[config.mk]
export PLATFORM = sky130hd
export DESIGN_NAME = comb_clk_gen
export DESIGN_NICKNAME = d
export VERILOG_FILES = /design/src/rtl/comb_clk_pkg.sv /design/src/rtl/clkg_resync.sv /design/src/rtl/clkg_line_ctr.sv /design/src/rtl/clkg_div.sv /design/src/rtl/comb_clk_gen.sv
export SDC_FILE = /design/constraint.sdc
export NUM_CORES = 1
export LEC_CHECK = 0
export ABC_AREA = 1
export BUFFER_PORTS_ARGS = -buffer_cell sky130_fd_sc_hd__buf_4
export CAP_MARGIN = 5
export CORE_UTILIZATION = 55
export CTS_BUF_LIST = sky130_fd_sc_hd__clkbuf_16
export CTS_CLUSTER_SIZE = 30
export DETAILED_ROUTE_END_ITERATION = 8
export HOLD_SLACK_MARGIN = 0.1
export PLACE_DENSITY_LB_ADDON = 0.3
export SLEW_MARGIN = 30
export SYNTH_ARGS = -nofsm -noshare
export SYNTH_HDL_FRONTEND = slang
export SYNTH_SLANG_ARGS = --single-unit
[constraint.sdc]
create_clock -name clk_i -period 1.75 [get_ports clk_i]
set_input_delay 0.175 -clock clk_i [delete_from_list [all_inputs] [get_ports clk_i]]
set_output_delay 0.175 -clock clk_i [all_outputs]
set_load 0.005 [all_outputs]
[src/rtl/comb_clk_pkg.sv]
package comb_clk_pkg;
  localparam int unsigned DefLineLen = 1365;
  localparam int unsigned StartPos   = 2;
endpackage

[src/rtl/clkg_resync.sv]
module clkg_resync (
  input  logic clk_i,
  input  logic rst_ni,
  input  logic hsync_i,
  input  logic vsync_i,
  input  logic bypass_i,
  output logic realign_o,
  output logic locked_o
);
  logic armed_q, locked_q;

  assign realign_o = hsync_i & armed_q & ~vsync_i & ~bypass_i;
  assign locked_o  = locked_q;

  always_ff @(posedge clk_i or negedge rst_ni) begin
    if (!rst_ni) begin
      armed_q  <= 1'b0;
      locked_q <= 1'b0;
    end else if (bypass_i) begin
      armed_q  <= 1'b0;
      locked_q <= 1'b0;
    end else if (vsync_i) begin
      armed_q  <= 1'b1;
    end else if (realign_o) begin
      armed_q  <= 1'b0;
      locked_q <= 1'b1;
    end
  end
endmodule

[src/rtl/clkg_line_ctr.sv]
module clkg_line_ctr #(
  parameter int unsigned LINE_LEN = 1365,
  localparam int unsigned CW = $clog2(LINE_LEN)
) (
  input  logic          clk_i,
  input  logic          rst_ni,
  input  logic          bypass_i,
  input  logic          realign_i,
  output logic [CW-1:0] cnt_o,
  output logic          hold_o,
  output logic          phase_o
);
  localparam logic [CW-1:0] LastPos = CW'(LINE_LEN - 1);

  logic [CW-1:0] cnt_q;
  logic          phase_q;

  always_ff @(posedge clk_i or negedge rst_ni) begin
    if (!rst_ni) begin
      cnt_q   <= '0;
      phase_q <= 1'b0;
    end else if (bypass_i || realign_i) begin
      cnt_q   <= '0;
      phase_q <= 1'b0;
    end else if (cnt_q == LastPos) begin
      cnt_q   <= '0;
      phase_q <= ~phase_q;
    end else begin
      cnt_q   <= cnt_q + 1'b1;
    end
  end

  assign cnt_o   = cnt_q;
  assign hold_o  = (cnt_q == '0);
  assign phase_o = phase_q;
endmodule

[src/rtl/clkg_div.sv]
module clkg_div (
  input  logic clk_i,
  input  logic rst_ni,
  input  logic bypass_i,
  input  logic realign_i,
  input  logic hold_i,
  output logic div_o
);
  logic div_q;

  // hold_i freezes the toggle for one master cycle: 180 deg slip
  always_ff @(posedge clk_i or negedge rst_ni) begin
    if (!rst_ni)                    div_q <= 1'b0;
    else if (bypass_i || realign_i) div_q <= 1'b0;
    else if (!hold_i)               div_q <= ~div_q;
  end

  assign div_o = div_q;
endmodule

[src/rtl/comb_clk_gen.sv]
module comb_clk_gen #(
  parameter int unsigned LINE_LEN = comb_clk_pkg::DefLineLen
) (
  input  logic clk_i,
  input  logic rst_ni,
  input  logic hsync_i,
  input  logic vsync_i,
  input  logic bypass_i,
  output logic samp_en_o,
  output logic line_start_o,
  output logic phase_o,
  output logic locked_o
);
  localparam int unsigned CW = $clog2(LINE_LEN);
  localparam logic [CW-1:0] StartPos = CW'(comb_clk_pkg::StartPos);

  logic          realign_w, hold_w, div_w;
  logic [CW-1:0] cnt_w;

  clkg_resync u_resync (
    .clk_i    (clk_i),
    .rst_ni   (rst_ni),
    .hsync_i  (hsync_i),
    .vsync_i  (vsync_i),
    .bypass_i (bypass_i),
    .realign_o(realign_w),
    .locked_o (locked_o)
  );

  clkg_line_ctr #(.LINE_LEN(LINE_LEN)) u_line (
    .clk_i    (clk_i),
    .rst_ni   (rst_ni),
    .bypass_i (bypass_i),
    .realign_i(realign_w),
    .cnt_o    (cnt_w),
    .hold_o   (hold_w),
    .phase_o  (phase_o)
  );

  clkg_div u_div (
    .clk_i    (clk_i),
    .rst_ni   (rst_ni),
    .bypass_i (bypass_i),
    .realign_i(realign_w),
    .hold_i   (hold_w),
    .div_o    (div_w)
  );

  assign samp_en_o    = div_w & ~bypass_i;
  assign line_start_o = samp_en_o & (cnt_w == StartPos);
endmodule

==> run metrics <==
final wirelength=1780 um; Post-CTS Resized=0; Die ar.=1718 um^2; fin. max-slew vios=0; Post-synth top cells=26 x nand2_1, 25 x nor2_1, 16 x inv_1, 15 x dfrtp_1; post-CTS setup buffer count=0; FF+latch count, synth=15; largest net degree at the start of global routing=16; CTS Buffer Depth=2; residual DRC count=0; RSZ-0062 raised after global routing=no; clk slew on worst S/H paths=50 ps; cells after synthesis=114; Gate power share=0.095; first-pass GRT wire length=2946 um; synth unique cells=19; Initial Util=0.6264; TritonCTS buffer count=3; Max Fclk=674.6 MHz; pwr/cell area=874.2 nW/um^2; Overflow after GRT=0; largest cells by area after synthesis=dfrtp_1 44%, nand2_1 11%, nor2_1 11%; Final Cycle Share=0.8471; Global Route Usage Sum=0.2279; Startpoint Class=register; WP data required=1920 ps; synthesized area=855.8 um^2; crit end category=register; sequential-to-total area share from yosys stat=0.4386; Clock Skew=2.119 ps; Syn Nets=122; final setup fails=0; GRT busiest layer=met2; P_int=0.7025 mW; Ys Warns=0; Area growth, synth to finish=19.59%; Slew HR=0.8217; grt met1 use=0.2776; Top FF cell, synth=dfrtp_1; Sw Ratio=0.2148; Flop pwr share=0.421; antenna violations before repair=0; top cell type by total area after synthesis=dfrtp_1; critical path arrival=1650 ps; slew of the pin with the lowest slew margin=267.1 ps; met2 GRT Util=0.3813; WL per Instance=12.54 um; Net Sw Power=0.1922 mW; initial DRC count=34; core area=1366 um^2; most numerous cell in the Yosys netlist=nand2_1; CTS tree=done; Cell Rows=13; Post-synth ARST share=1.000; worst hold-check path type=in2reg; Peak VDD IR=745.5 uV; status=completed; CP Max Fanout=6; number of max-cap violations=0; post-synthesis average cell area=7.507 um^2; proportion of layout cells with a drive suffix above 1=0.1732; vias after detailed routing=769; TNS Setup=0 ps; hold-fix buffers at CTS=1; Final Wtd Congestion=0.9003; clk sink count=15; CTS root buf=clkbuf_16; post-route minimum period=1482 ps; I/O pins=9; Final Power=0.8947 mW; DR pass1 iterations=4; Antenna Nets Post-Route=0; Post-synth EDFFs=0; P_leak=0.5054 nW; # diodes=0; clock latency on the worst-skew pair=240 ps; CP Class=reg2reg; share of the synthesized area in the top cell type=0.4386; Clock Power Share=0.484; Port Buf Inserts=8; H-tree Lvls=1; Die Y-Extent=41.45 um; fin nets=136; vias in the first global route=695; DPL Wire Length=1300 um; Hold Vio Cnt, Final=0; met3 track demand over resource=0.05652; vias per cell=5.415; die width=41.45 um
area by class of cell:
class / instances / area (um^2)
multi-input cells: 82 / 416.7
clock inverters: 1 / 3.754
fillers: 97 / 342.8
repair buffers: 9 / 70.07
clock buffers: 3 / 75.07
inverters: 17 / 63.81
flip-flops and latches: 15 / 375.4
well taps: 15 / 18.77
stage by stage:
step	area, um^2	setup WS, ps	instances	util	hold WS [ps]
after global placement	934.6	402.6	137	0.6841	35.51
after global routing	1023	116.3	142	0.7491	108.5
after CTS	1023	273.0	142	0.7491	100.2
after floorplan	855.8	495.3	114	-	-120.6
final	1023	267.7	142	0.7491	100.4
after detailed placement	934.6	334.0	137	0.6841	39.22
final timing paths:
path	from	end	slack (ps)	depth (start not counted)
worst max-delay path	u_line.cnt_o[0]	u_line.cnt_o[10]	270	9
max in group asynchronous	rst_ni	u_line.cnt_o[9]	1250	2
worst min-delay path	bypass_i	u_resync.armed_q	100	2
worst max register to register	u_line.cnt_o[0]	u_line.cnt_o[10]	270	9
worst min register to register	u_resync.locked_o	u_resync.locked_o	510	2
min in group asynchronous	rst_ni	u_resync.armed_q	320	2
flip-flops by register name (all words and copies together), names as in the netlist:
register           cells
u_resync.armed_q       1
u_line.cnt_o          11
u_resync.locked_o      1
u_line.phase_o         1
u_div.div_o            1
placed cells by master (no fill, tap or decap), drive strengths merged, types with 3 or more instances in the layout:
master  Yosys  routed
ha          3       3
clkbuf      0       3
o21ai       3       3
inv        17      18
nand2      27      27
nor2       30      30
buf         0       8
dfrtp      15      15
nand3       7       7
a21oi       4       4
nor3        4       4
power groups by stage:
stage / Clock, mW / Combinational [mW] / Sequential [mW]
after floorplan: 0 / 0.0487 / 0.380
after global placement: 0 / 0.0816 / 0.381
after detailed placement: 0 / 0.0837 / 0.382
after CTS: 0.442 / 0.0861 / 0.376
after global routing: 0.453 / 0.0981 / 0.379
final: 0.433 / 0.0848 / 0.377
worst max-delay path, cell delays in order, from the launching register on:
cell and delay, ps:
dfrtp_1 400, inv_1 80, ha_1 210, nand2_1 70, nor2_1 40, nand2_1 120, nor2_1 70, nor2_2 230
nand2_1 80, nor2_1 110
routing by layer:
| metal | up-vias | share of wire |
|---|---|---|
| li1 | 380 | - |
| met2 | 41 | 0.47 |
| met5 | - | 0 |
| met1 | 341 | 0.43 |
| met4 | 0 | 0.021 |
| met3 | 7 | 0.078 |
cells by family (layout without fill, tap and decap cells):
kind of cell | count (synthesis) | count (layout) | share of synthesized area
buf+inv | 17 | 30 | 0.07456
simple gates | 69 | 69 | 0.3626
fa+ha+maj | 3 | 3 | 0.04386
compound gates | 9 | 9 | 0.07019
flops | 15 | 15 | 0.4386
xor+xnor | 1 | 1 | 0.01024
(Power assumes the default switching activity.)
